--- src/rtl/fld_pkg.sv ---
package fld_pkg;

    typedef enum logic [1:0] {
        ST_REF_LOCK = 2'd0,
        ST_POLL     = 2'd1,
        ST_LOCKED   = 2'd2
    } fld_state_e;

endpackage

--- src/rtl/fld_rx_divider.sv ---
// Divides the recovered-clock pulse train down to reference rate.
module fld_rx_divider #(
    parameter int DIV_FAST = 10,
    parameter int DIV_SLOW = 20
) (
    input  logic clk,
    input  logic rst_n,
    input  logic clr,
    input  logic half_rate,
    input  logic rec_tick,
    output logic div_tick
);
    localparam int MAXDIV = (DIV_SLOW > DIV_FAST) ? DIV_SLOW : DIV_FAST;
    localparam int CW     = $clog2(MAXDIV + 1);

    logic [CW-1:0] cnt_q;
    logic [CW-1:0] limit;

    always_comb begin
        limit = half_rate ? CW'(DIV_SLOW - 1) : CW'(DIV_FAST - 1);
    end

    always_ff @(posedge clk) begin
        if (!rst_n || clr) begin
            cnt_q    <= '0;
            div_tick <= 1'b0;
        end else begin
            div_tick <= 1'b0;
            if (rec_tick) begin
                if (cnt_q >= limit) begin
                    cnt_q    <= '0;
                    div_tick <= 1'b1;
                end else begin
                    cnt_q <= cnt_q + 1'b1;
                end
            end
        end
    end
endmodule

--- src/rtl/fld_gate_timer.sv ---
// Counts reference ticks; flags the last tick of each window.
module fld_gate_timer #(
    parameter int WIN_LOG2 = 16
) (
    input  logic clk,
    input  logic rst_n,
    input  logic clr,
    input  logic ref_tick,
    output logic win_end
);
    logic [WIN_LOG2-1:0] tick_q;

    always_comb begin
        win_end = ref_tick && (tick_q == '1);
    end

    always_ff @(posedge clk) begin
        if (!rst_n || clr) begin
            tick_q <= '0;
        end else if (ref_tick) begin
            tick_q <= tick_q + 1'b1;
        end
    end
endmodule

--- src/rtl/fld_edge_counter.sv ---
// Counts divided pulses inside a window and judges the tolerance.
module fld_edge_counter #(
    parameter int WIN_LOG2 = 16,
    parameter int TOL      = 6
) (
    input  logic clk,
    input  logic rst_n,
    input  logic clr,
    input  logic div_tick,
    input  logic win_end,
    output logic in_tol
);
    localparam int CW  = WIN_LOG2 + 2;
    localparam int EXP = 2 ** WIN_LOG2;
    localparam logic [CW-1:0] HI_LIM = CW'(EXP + TOL);
    localparam logic [CW-1:0] LO_LIM = CW'((EXP > TOL) ? (EXP - TOL) : 0);

    logic [CW-1:0] cnt_q;
    logic [CW-1:0] total;

    always_comb begin
        if (cnt_q == '1) begin
            total = cnt_q;
        end else begin
            total = cnt_q + {{(CW-1){1'b0}}, div_tick};
        end
        in_tol = (total >= LO_LIM) && (total <= HI_LIM);
    end

    always_ff @(posedge clk) begin
        if (!rst_n || clr || win_end) begin
            cnt_q <= '0;
        end else begin
            cnt_q <= total;
        end
    end
endmodule

--- src/rtl/freq_lock_monitor.sv ---
module freq_lock_monitor
    import fld_pkg::*;
#(
    parameter int WIN_LOG2 = 16,
    parameter int TOL      = 6,
    parameter int DIV_FAST = 10,
    parameter int DIV_SLOW = 20,
    parameter int POLL_GAP = 4,
    parameter int SETTLE   = 1
) (
    input  logic clk,
    input  logic rst_n,
    input  logic ref_half,
    input  logic ref_tick,
    input  logic rec_tick,
    output logic lock_det,
    output logic follow_data
);
    localparam int GW = (POLL_GAP > 1) ? $clog2(POLL_GAP) : 1;
    localparam int SW = (SETTLE > 0) ? $clog2(SETTLE + 1) : 1;

    fld_state_e    state_q, state_d;
    logic [GW-1:0] wait_q, wait_d;
    logic [SW-1:0] settle_q, settle_d;
    logic          sel_q;
    logic          sel_chg;
    logic          div_tick;
    logic          win_end;
    logic          in_tol;

    // Rate-select change detection
    always_ff @(posedge clk) begin
        sel_q <= ref_half;
    end

    always_comb begin
        sel_chg = rst_n && (ref_half != sel_q);
    end

    fld_rx_divider #(.DIV_FAST(DIV_FAST), .DIV_SLOW(DIV_SLOW)) u_div (
        .clk(clk), .rst_n(rst_n), .clr(sel_chg),
        .half_rate(ref_half), .rec_tick(rec_tick), .div_tick(div_tick)
    );

    fld_gate_timer #(.WIN_LOG2(WIN_LOG2)) u_gate (
        .clk(clk), .rst_n(rst_n), .clr(sel_chg),
        .ref_tick(ref_tick), .win_end(win_end)
    );

    fld_edge_counter #(.WIN_LOG2(WIN_LOG2), .TOL(TOL)) u_cnt (
        .clk(clk), .rst_n(rst_n), .clr(sel_chg),
        .div_tick(div_tick), .win_end(win_end), .in_tol(in_tol)
    );

    // Next-state logic
    always_comb begin
        state_d  = state_q;
        wait_d   = wait_q;
        settle_d = settle_q;
        if (sel_chg) begin
            state_d  = ST_REF_LOCK;          // RATE_CHANGE
            wait_d   = '0;
            settle_d = '0;
        end else if (win_end) begin
            unique case (state_q)
                ST_REF_LOCK: begin
                    if (wait_q == GW'(POLL_GAP - 1)) begin
                        state_d  = ST_POLL;  // WAIT_DONE
                        wait_d   = '0;
                        settle_d = '0;
                    end else begin
                        wait_d = wait_q + 1'b1;
                    end
                end
                ST_POLL: begin
                    if (settle_q < SW'(SETTLE)) begin
                        settle_d = settle_q + 1'b1;
                    end else if (in_tol) begin
                        state_d = ST_LOCKED; // POLL_PASS
                    end else begin
                        state_d = ST_REF_LOCK; // POLL_FAIL
                        wait_d  = '0;
                    end
                end
                ST_LOCKED: begin
                    if (!in_tol) begin
                        state_d = ST_REF_LOCK; // DRIFT
                        wait_d  = '0;
                    end
                end
                default: begin
                    state_d = ST_REF_LOCK;
                    wait_d  = '0;
                end
            endcase
        end
    end

    // State register
    always_ff @(posedge clk) begin
        if (!rst_n) begin
            state_q  <= ST_REF_LOCK;
            wait_q   <= '0;
            settle_q <= '0;
        end else begin
            state_q  <= state_d;
            wait_q   <= wait_d;
            settle_q <= settle_d;
        end
    end

    // Registered outputs
    always_ff @(posedge clk) begin
        if (!rst_n) begin
            lock_det    <= 1'b0;
            follow_data <= 1'b0;
        end else begin
            lock_det    <= (state_d == ST_LOCKED);
            follow_data <= (state_d != ST_REF_LOCK);
        end
    end
endmodule

--- config.mk ---
export PLATFORM = sky130hd
export DESIGN_NAME = freq_lock_monitor
export DESIGN_NICKNAME = d
export VERILOG_FILES = /design/src/rtl/fld_pkg.sv /design/src/rtl/fld_rx_divider.sv /design/src/rtl/fld_gate_timer.sv /design/src/rtl/fld_edge_counter.sv /design/src/rtl/freq_lock_monitor.sv
export SDC_FILE = /design/constraint.sdc
export NUM_CORES = 1
export LEC_CHECK = 0
export BUFFER_PORTS_ARGS = -buffer_cell sky130_fd_sc_hd__buf_2
export CAP_MARGIN = 25
export CORE_AREA = 2 2 91 93
export DETAILED_ROUTE_END_ITERATION = 8
export DIE_AREA = 0 0 93 95
export PLACE_DENSITY = 0.6
export SYNTH_ARGS = -nofsm -noshare
export SYNTH_HDL_FRONTEND = slang
export SYNTH_SLANG_ARGS = --single-unit
--- constraint.sdc ---
create_clock -name clk -period 2.9 [get_ports clk]
set_input_delay 0.29 -clock clk [delete_from_list [all_inputs] [get_ports clk]]
set_output_delay 0.29 -clock clk [all_outputs]
set_load 0.01 [all_outputs]
[Word level (Yosys, flattened, before mapping)]
Cells that the tools add are included.
Word-level totals
  register bits after elaboration: 48
  input bits: 5
  output and inout port bits: 2
  word-level logic and storage cells: 62
Cells by class
  add/sub/neg operators: 5
  $lt $le $gt $ge: 4
  equal/unequal tests: 10
  multiplexer cells: 18
  bitwise operators: 2
  reduce and logical (&&, ||, !) cells: 13
Operators by type and width (number)
  $add A18 B1 Y18: 1
  $eq A18 B18 Y1 const B: 1
  $ge A18 B16 Y1 const B: 1
  $le A18 B17 Y1 const B: 1
  $mux W18: 1
  $mux W2: 9
  $add A16 B1 Y16 const B: 1
  $eq A16 B16 Y1 const B: 1
  $pmux W2 S3: 2
  $mux W5: 2
  $eq A2 B2 Y1 const B: 3
  $ne A2 B2 Y1 const B: 3
  $add A5 B1 Y5 const B: 1
  $ge A5 B5 Y1: 1
  $reduce_and A4 Y1: 1
  $reduce_bool A2 Y1: 2
  $reduce_or A2 Y1: 2
  $logic_and A1 B1 Y1: 3
  $mux W1: 3
  $add A2 B1 Y2 const B: 1
  $eq A2 B1 Y1 const B: 1
  $logic_not A2 Y1: 1
  $logic_or A1 B1 Y1: 2
  $not A1 Y1: 2
  6 further kinds: 6

[Logic depth before layout (Yosys ltp)]
Gate-level depths: netlist of run 1.
  depth in word-level cells: 10
  gate-level depth with buffers: 12

[Modules after synthesis]
A second synthesis of run 1 with hierarchy kept.
Second synthesis, totals
  cells, all modules: 320
  area, all modules: 2716.4 um2
By module, submodules not included
  fld_edge_counter: times used 1, cells an instance 150, area each 1143.6 um2, seq. area each 360.3 um2
  fld_gate_timer: times used 1, cells an instance 79, area each 740.7 um2, seq. area each 320.3 um2
  freq_lock_monitor: times used 1, cells an instance 54, area each 476.7 um2, seq. area each 160.2 um2
  fld_rx_divider: times used 1, cells an instance 37, area each 355.3 um2, seq. area each 120.1 um2

[Least setup slack after synthesis of run 1]
Ideal clock, no wire load.
  path kind: reg2reg
  from: reg u_div.div_tick
  to: reg state_q[0]
  library setup time: 115 ps
  arrival: 2391 ps
  path slack: 394 ps
  stages on the path, launching flop included: 12
  path buffers: 2
  period minus slack after synthesis: 2506 ps
  cells stage by stage: dfxtp_1 -> ha_1 -> ha_1 -> clkbuf_1 -> and4_1 -> clkbuf_1 -> and3_1 -> o32ai_1 -> and4b_4 -> a21o_1 -> a41o_1 -> and2_1
Between the ends
  word-level cells in the longest chain between the ends: 8
  elaborated cells between the ends (all ways): 9
  those cells by class: 1 x add/sub; 2 x order compare; 5 x mux; 1 x reduce/logical
RTL lines
  start: declaration: RTL line fld_rx_divider.sv:11  | output logic div_tick
  start signal: assignment: RTL line fld_rx_divider.sv:26  | div_tick <= 1'b0;
  start signal: assignment: RTL line fld_rx_divider.sv:28  | div_tick <= 1'b0;
  start signal: assignment: RTL line fld_rx_divider.sv:32  | div_tick <= 1'b1;
  $add A18 B1 Y18 *: RTL line fld_edge_counter.sv:25  | total = cnt_q + {{(CW-1){1'b0}}, div_tick};
  $mux W18 *: RTL line fld_edge_counter.sv:22  | if (cnt_q == '1) begin
  $ge A18 B16 Y1 or $le A18 B17 Y1 (tied branches): RTL line fld_edge_counter.sv:27  | in_tol = (total >= LO_LIM) && (total <= HI_LIM);
  $logic_and A1 B1 Y1 *: RTL line fld_edge_counter.sv:27
  $mux W2 *: RTL line freq_lock_monitor.sv:86  | if (!in_tol) begin
  $pmux W2 S3 *: RTL line freq_lock_monitor.sv:65  | unique case (state_q)
  $mux W2 *: RTL line freq_lock_monitor.sv:64  | end else if (win_end) begin
  $mux W2 *: RTL line freq_lock_monitor.sv:60  | if (sel_chg) begin
  end signal: assignment: RTL line freq_lock_monitor.sv:106  | state_q <= state_d;
  end: declaration: RTL line freq_lock_monitor.sv:22  | fld_state_e state_q, state_d;
Every way passes the cells marked *; elsewhere a longest branch is shown, timed or not.
A chain may end at the register's enable or synchronous reset.

[Worst setup path in the final report of run 1]
  from: reg u_cnt.cnt_q[0]
  to: reg state_q[0]
Between the ends
  word-level cells in the longest chain between the ends: 8
  elaborated cells between the ends (all ways): 10
  those cells by class: 1 x add/sub; 2 x order compare; 1 x eq/ne; 5 x mux; 1 x reduce/logical
RTL lines
  start: declaration: RTL line fld_edge_counter.sv:18  | logic [CW-1:0] cnt_q;
  start signal: assignment: RTL line fld_edge_counter.sv:34  | cnt_q <= total;
  $add A18 B1 Y18 or $eq A18 B18 Y1 (tied branches): RTL line fld_edge_counter.sv:25, fld_edge_counter.sv:22
  $mux W18 *: RTL line fld_edge_counter.sv:22
  $ge A18 B16 Y1 or $le A18 B17 Y1 (tied branches): RTL line fld_edge_counter.sv:27
  $logic_and A1 B1 Y1 *: RTL line fld_edge_counter.sv:27
  $mux W2 *: RTL line freq_lock_monitor.sv:86
  $pmux W2 S3 *: RTL line freq_lock_monitor.sv:65
  $mux W2 *: RTL line freq_lock_monitor.sv:64
  $mux W2 *: RTL line freq_lock_monitor.sv:60
Marked as above.

==> results of run 1 <==
==> critical path, delay by kind of cell, from the launching register on <==
family                     cells  cell delay [ns]
DFF                            1             0.34
AOI/OAI and AO/OA              3             0.71
and+or+nand+nor                5             1.34
adders and majority gates      1             0.21
==> cell families after synthesis <==
logic type / Yosys count / share of synthesized area
AO/OA/AOI/OAI: 65 / 0.1615
XOR/XNOR: 25 / 0.08239
adder cells (fa/ha/maj): 12 / 0.05650
buffers and inverters: 22 / 0.03437
flip-flops: 48 / 0.3616
multiplexers: 3 / 0.01130
AND/OR/NAND/NOR: 145 / 0.2924
==> state kept, by name (all words and copies together) (netlist names) <==
signal          cells
u_div.cnt_q         5
u_div.div_tick      1
u_gate.tick_q      16
wait_q              2
sel_q               1
u_cnt.cnt_q        18
state_q             2
lock_det            1
settle_q            1
follow_data         1
==> Yosys cell counts (2+ instances only) <==
master,n,area share
sky130_fd_sc_hd__nor3_1,6,0.011
sky130_fd_sc_hd__a21oi_1,19,0.036
sky130_fd_sc_hd__a211oi_1,6,0.017
sky130_fd_sc_hd__o22ai_1,2,0.0047
sky130_fd_sc_hd__nand3_1,15,0.028
sky130_fd_sc_hd__o32ai_1,2,0.0066
sky130_fd_sc_hd__xor2_1,16,0.053
sky130_fd_sc_hd__a41o_1,3,0.011
sky130_fd_sc_hd__and4_1,5,0.016
sky130_fd_sc_hd__buf_2,4,0.0075
sky130_fd_sc_hd__o21ai_1,2,0.0038
sky130_fd_sc_hd__mux2i_1,3,0.011
sky130_fd_sc_hd__o21ai_0,11,0.021
sky130_fd_sc_hd__nor4_1,9,0.021
sky130_fd_sc_hd__nor2_1,43,0.061
sky130_fd_sc_hd__nand2_1,22,0.031
sky130_fd_sc_hd__and3_1,5,0.012
sky130_fd_sc_hd__nand4_1,12,0.028
sky130_fd_sc_hd__and2_1,3,0.0071
sky130_fd_sc_hd__or3_1,8,0.019
sky130_fd_sc_hd__clkbuf_1,7,0.0099
sky130_fd_sc_hd__a31oi_1,3,0.0071
sky130_fd_sc_hd__xnor2_1,9,0.030
sky130_fd_sc_hd__dfxtp_1,48,0.36
sky130_fd_sc_hd__inv_1,9,0.013
sky130_fd_sc_hd__ha_1,12,0.056
sky130_fd_sc_hd__o211ai_1,2,0.0056
sky130_fd_sc_hd__nand3b_1,2,0.0056
sky130_fd_sc_hd__nand2b_1,2,0.0047
sky130_fd_sc_hd__o21a_1,2,0.0056
sky130_fd_sc_hd__nor2b_1,4,0.0094
==> routing by layer <==
metal | share of wire | vias to the layer above | wire (um) | global-route usage
met4 | 0.030 | 0 | 172 | 0.06740
met1 | 0.47 | 1067 | 2756 | 0.1819
li1 | - | 1191 | - | -
met3 | 0.033 | 19 | 191 | 0.02793
met5 | 0 | - | 0 | 0
met2 | 0.46 | 48 | 2695 | 0.2415
==> power by group through the flow <==
stage | logic [mW] | registers [mW] | clock network [mW]
after floorplan | 0.0277 | 0.680 | 0
after global placement | 0.0408 | 0.680 | 0
after detailed placement | 0.0423 | 0.681 | 0
after CTS | 0.0422 | 0.665 | 0.580
after global routing | 0.0469 | 0.666 | 0.605
final | 0.0406 | 0.665 | 0.567
==> layout make-up <==
| class | count | area share |
|---|---|---|
| Multi-Input combinational cell | 250 | 0.5407 |
| Sequential cell | 48 | 0.3212 |
| Tap cell | 105 | 0.04380 |
| Timing Repair Buffer | 18 | 0.04005 |
| Clock buffer | 5 | 0.02295 |
| Clock inverter | 2 | 0.02003 |
| Inverter | 9 | 0.01126 |
==> final timing paths <==
| path | startpoint | to | slack, ns | depth (start not counted) |
|---|---|---|---|---|
| worst max-delay path | u_cnt.cnt_q[0]$_SDFF_PP0_ | state_q[0]$_SDFF_PN0_ | 0.20 | 9 |
| worst min-delay path | ref_half | sel_q$_DFF_P_ | 0.15 | 1 |
| worst max register to register | u_cnt.cnt_q[0]$_SDFF_PP0_ | state_q[0]$_SDFF_PN0_ | 0.20 | 9 |
| worst min register to register | u_gate.tick_q[13]$_SDFFE_PP0P_ | u_gate.tick_q[13]$_SDFFE_PP0P_ | 0.51 | 2 |
==> what timing repair did <==
action                                  CTS  global route
setup buffers                             0             0
resized for setup                         0             6
hold endpoints to repair                  0             0
hold buffers                              0             0
endpoints found under the setup margin    0             6
==> flow_metrics.tcl, run 1 <==
set metrics [dict create \
    p_comb_frac 0.032 \
    final.setup_skew_ns 0.003614 \
    power_frac_seq 0.523 \
    final-setup-viol-count 0 \
    initial_core_utilization 0.3352 \
    place.port_buffers 6 \
    floorplan.die.height_um 95 \
    post-place-ws_ns 0.1744 \
    most-common-layout-cells "sky130_fd_sc_hd__dfxtp_1, sky130_fd_sc_hd__nor2_1, sky130_fd_sc_hd__nand2_1" \
    pin_count_of_the_biggest_net_entering_global_routing 15 \
    postSynthAreaPerCell_sq_um 8.305 \
    proportion_of_layout_cells_with_a_drive_suffix_above_1 0.1145 \
    switching_share_of_power 0.2016 \
    dpl_cell_area_sq_um 2851 \
    placeableCoreArea_sq_um 7928 \
    via_count_of_the_first_global_routing_pass 2265 \
    slowest_library_cell_on_the_worst_path "sky130_fd_sc_hd__or4_4" \
    power_density_nw_per_um2 424.1 \
    p_sw_uw 256.4 \
    h-tree-depth 2 \
    final_critical_path_setup_slack_ns 0.2008 \
    fp.dieW_um 93 \
    numCtsBuffers 5 \
    final_common_cell "sky130_fd_sc_hd__dfxtp_1" \
    power_frac_clock 0.445 \
    wl_um 5816 \
    post_synthesis_instance_area_sq_um 2658 \
    yosys_warnings 0 \
    syn_nets 337 \
    antenna_violations_before_repair 0 \
    io_pins 7 \
    finish.utilization 0.3783 \
    placedCellCount 430 \
    status "completed" \
    tightestPinTransition_ns 0.4465 \
    setup_repair_after_global_routing_missed_its_margin "false" \
    route.detailed.drc 0 \
    slew_viol_final 0 \
    synth_edf_count 0 \
    nFillCells 828 \
    sequential_cell_area_sq_um 963.4 \
    post-layout-total-power_mw 1.272 \
    crit_chain "ha_2 -> nand4_2 -> or4_4 -> and3_1 -> o32ai_1 -> and4b_4 -> a21o_1 -> a41o_1 -> and2_1" \
    floorplan.die_area_sq_um 8835 \
    synth.yosys.seq_area_share 0.3616 \
    globalRouteTotalUtil 0.1452 \
    ys_ff_latch 48 \
    ant_nets 0 \
    area_delta_synth_final_pct 12.85 \
    cts_root_buffer "sky130_fd_sc_hd__clkbuf_8" \
    diodes 0 \
    vias_per_cell 5.320 \
    worstPathArrival_ns 2.90 \
    fin_crit_ns 2.699 \
    post-route-cell-area_sq_um 2999 \
    final_min_period_over_clock_period 0.9308 \
    num-nets-final 349 \
    critPathLaunchType "flip-flop" \
    finalHoldWorstSlack_ns 0.1486 \
    worst_setup_hold_path_clk_slew_ns 0.09 \
    hold_viol 0 \
    critical_path_required_ns 3.10 \
    maxCapViolations 0 \
    cpPeakStageDelay_ns 0.59 \
    std_cell_rows 33 \
    final_cells 437 \
    crit_fanout 5 \
    synth.lib_cells_used.distinct 55 \
    post_synth_inst_count 320 \
    achievable-frequency_mhz 370.5 \
    first_pass_grt_wire_length_um 10350 \
    synth_ff_type "sky130_fd_sc_hd__dfxtp_1" \
    cts_num_sinks 48 \
    place_congestion 0.9285 \
    totalNegativeSetupSlack_ns 0 \
    drt-initial-drc-count 191 \
    static-leakage-power_nw 1.064 \
    detailed_place_hpwl_um 4371 \
    end_kind "flip-flop" \
    worstSetupPathType "reg -> reg" \
    multi_input_area_sq_um 1622 \
    irDropWorstVdd_v 0.0002847 \
    drtPass1Iterations 4 \
    internal-power_mw 1.016 \
    share_of_synthesized_flip_flops_with_an_asynchronous_set_or_reset 0 \
    dr_total_vias 2325 \
    cts_max_path_buffers 2 \
    clkLatencyLatePin_ns 0.30 \
    slew_headroom 0.6996 \
    routed_wire_length_per_instance_um 13.31 \
    globalRouteOverflowTotal 0 \
    hold_path.class "in -> reg" \
    cts_tree "yes" \
]
Power figures use the tool's default switching activity.
==> run 2, diff against run 1 <==
RECOVER_POWER = 25   (was not set)
==> run 2 against run 1 <==
Compared with the run above:
- maximum frequency about the same
- via count decreased by 0.26%
- critical endpoint unchanged
- critical path depth unchanged
==> flow_metrics.tcl, run 2 (synthesized netlist as in run 1, its figures left out) <==
set metrics [dict create \
    status "completed" \
    fp.dieW_um 93 \
    final.setup_skew_ns 0.003674 \
    place_congestion 0.9285 \
    h-tree-depth 2 \
    antenna_violations_before_repair 0 \
    slowest_library_cell_on_the_worst_path "sky130_fd_sc_hd__or4_4" \
    dr_total_vias 2319 \
    cts_root_buffer "sky130_fd_sc_hd__clkbuf_8" \
    final-setup-viol-count 0 \
    power_density_nw_per_um2 424.8 \
    final_min_period_over_clock_period 0.9311 \
    largestRegisters "u_cnt.cnt_q: 18 flops, u_gate.tick_q: 16 flops, u_div.cnt_q: 5 flops" \
    final_common_cell "sky130_fd_sc_hd__dfxtp_1" \
    largest_register_ff_count 18 \
    proportion_of_layout_cells_with_a_drive_suffix_above_1 0.1024 \
    pin_count_of_the_biggest_net_entering_global_routing 15 \
    crit_chain "ha_2 -> nand4_2 -> or4_4 -> and3_1 -> o32ai_1 -> and4b_4 -> a21o_1 -> a41o_1 -> and2_1" \
    detailed_place_hpwl_um 4371 \
    static-leakage-power_nw 1.049 \
    worstSetupPathType "reg -> reg" \
    critical_path_buf_inv_count 0 \
    post-cts-setup-buffer-count 0 \
    post-layout-total-power_mw 1.271 \
    io_pins 7 \
    wl_um 5816 \
    critPathLaunchType "flip-flop" \
    globalRouteTotalUtil 0.1452 \
    crit_family "simple AND/OR/NAND/NOR gates" \
    post_cts_resize_count 0 \
    worstPathArrival_ns 2.90 \
    end_kind "flip-flop" \
    cts_tree "yes" \
    cts_max_path_buffers 2 \
    nFillCells 829 \
    ctsHoldBuffers 0 \
    final_critical_path_setup_slack_ns 0.1999 \
    setup_repair_after_global_routing_missed_its_margin "false" \
    fin_crit_ns 2.700 \
    post-place-ws_ns 0.1744 \
    critical_path_required_ns 3.10 \
    most-common-layout-cells "sky130_fd_sc_hd__dfxtp_1, sky130_fd_sc_hd__nor2_1, sky130_fd_sc_hd__nand2_1" \
    floorplan.die_area_sq_um 8835 \
    irDropWorstVdd_v 0.0002842 \
    totalNegativeSetupSlack_ns 0 \
    num-nets-final 349 \
    initial_core_utilization 0.3352 \
    maxCapViolations 0 \
    std_cell_rows 33 \
    route.detailed.drc 0 \
    slew_viol_final 0 \
    numCtsBuffers 5 \
    globalRouteOverflowTotal 0 \
    hold_viol 0 \
    diodes 0 \
    clkLatencyLatePin_ns 0.30 \
    vias_per_cell 5.307 \
    placeableCoreArea_sq_um 7928 \
    achievable-frequency_mhz 370.4 \
    tightestPinTransition_ns 0.5433 \
    routed_wire_length_per_instance_um 13.31 \
    place.port_buffers 6 \
    ant_nets 0 \
    drt-initial-drc-count 190 \
    slew_headroom 0.6378 \
    first_pass_grt_wire_length_um 10350 \
    cpPeakStageDelay_ns 0.59 \
    max_flop_register "u_cnt.cnt_q" \
    hold_path.class "in -> reg" \
    drtPass1Iterations 4 \
    cts_num_sinks 48 \
    floorplan.die.height_um 95 \
    worst_setup_hold_path_clk_slew_ns 0.09 \
    crit_fanout 5 \
    area_delta_synth_final_pct 12.57 \
    via_count_of_the_first_global_routing_pass 2265 \
]
-- run 2: changes by cell type in the layout (fill, tap and decap cells not counted), sizes merged --
cell	before	now
clkbuf	5	9
buf	18	14
-- run 2: area by class of cell --
class	instances	area, sq um	share of cell area
multi-input cells	250	1622	0.5420
clock inverters	2	60.06	0.02008
clock buffers	5	68.82	0.02300
repair buffers	18	112.6	0.03764
inverters	9	33.78	0.01129
well taps	105	131.4	0.04391
flip-flops and latches	48	963.4	0.3220
-- run 2: per-stage QoR --
step	utilization	cells	hold slack (ns)	instance area, sq um
after floorplan	-	320	0.3177	2658
after global placement	0.3597	430	0.4525	2851
after CTS	0.3759	437	0.1432	2980
after global routing	0.3774	437	0.1786	2992
after detailed placement	0.3597	430	0.4621	2851
final	0.3774	437	0.1864	2992
-- run 2: path summary, 6_finish.rpt --
check	from	to	slack (ns)	cells past startpoint
min reg2reg	u_gate.tick_q[13]$_SDFFE_PP0P_	u_gate.tick_q[13]$_SDFFE_PP0P_	0.51	2
max	u_cnt.cnt_q[0]$_SDFF_PP0_	state_q[0]$_SDFF_PN0_	0.20	9
max reg2reg	u_cnt.cnt_q[0]$_SDFF_PP0_	state_q[0]$_SDFF_PN0_	0.20	9
min	ref_half	sel_q$_DFF_P_	0.19	1
-- run 2: worst reg2reg max path: stages, from the launching register on --
cell and delay [ns]:
sky130_fd_sc_hd__dfxtp_1 0.34, sky130_fd_sc_hd__ha_2 0.21, sky130_fd_sc_hd__nand4_2 0.17, sky130_fd_sc_hd__or4_4 0.59, sky130_fd_sc_hd__and3_1 0.18, sky130_fd_sc_hd__o32ai_1 0.27
sky130_fd_sc_hd__and4b_4 0.24, sky130_fd_sc_hd__a21o_1 0.18, sky130_fd_sc_hd__a41o_1 0.26, sky130_fd_sc_hd__and2_1 0.16
-- run 2: power breakdown --
part	leakage [nW]	internal, mW	total, mW	switching [mW]
Combinational	0.597	0.0132	0.0395	0.0263
Clock	0.0642	0.339	0.566	0.227
Sequential	0.388	0.662	0.665	0.00302
Total	1.05	1.01	1.27	0.256
-- run 2: metal layers --
layer / up-vias / GRT usage / part of all wire
met1: 1068 / 0.1819 / 0.48
met3: 17 / 0.02793 / 0.030
met5: - / 0 / 0
li1: 1191 / - / -
met2: 43 / 0.2415 / 0.46
met4: 0 / 0.06740 / 0.029
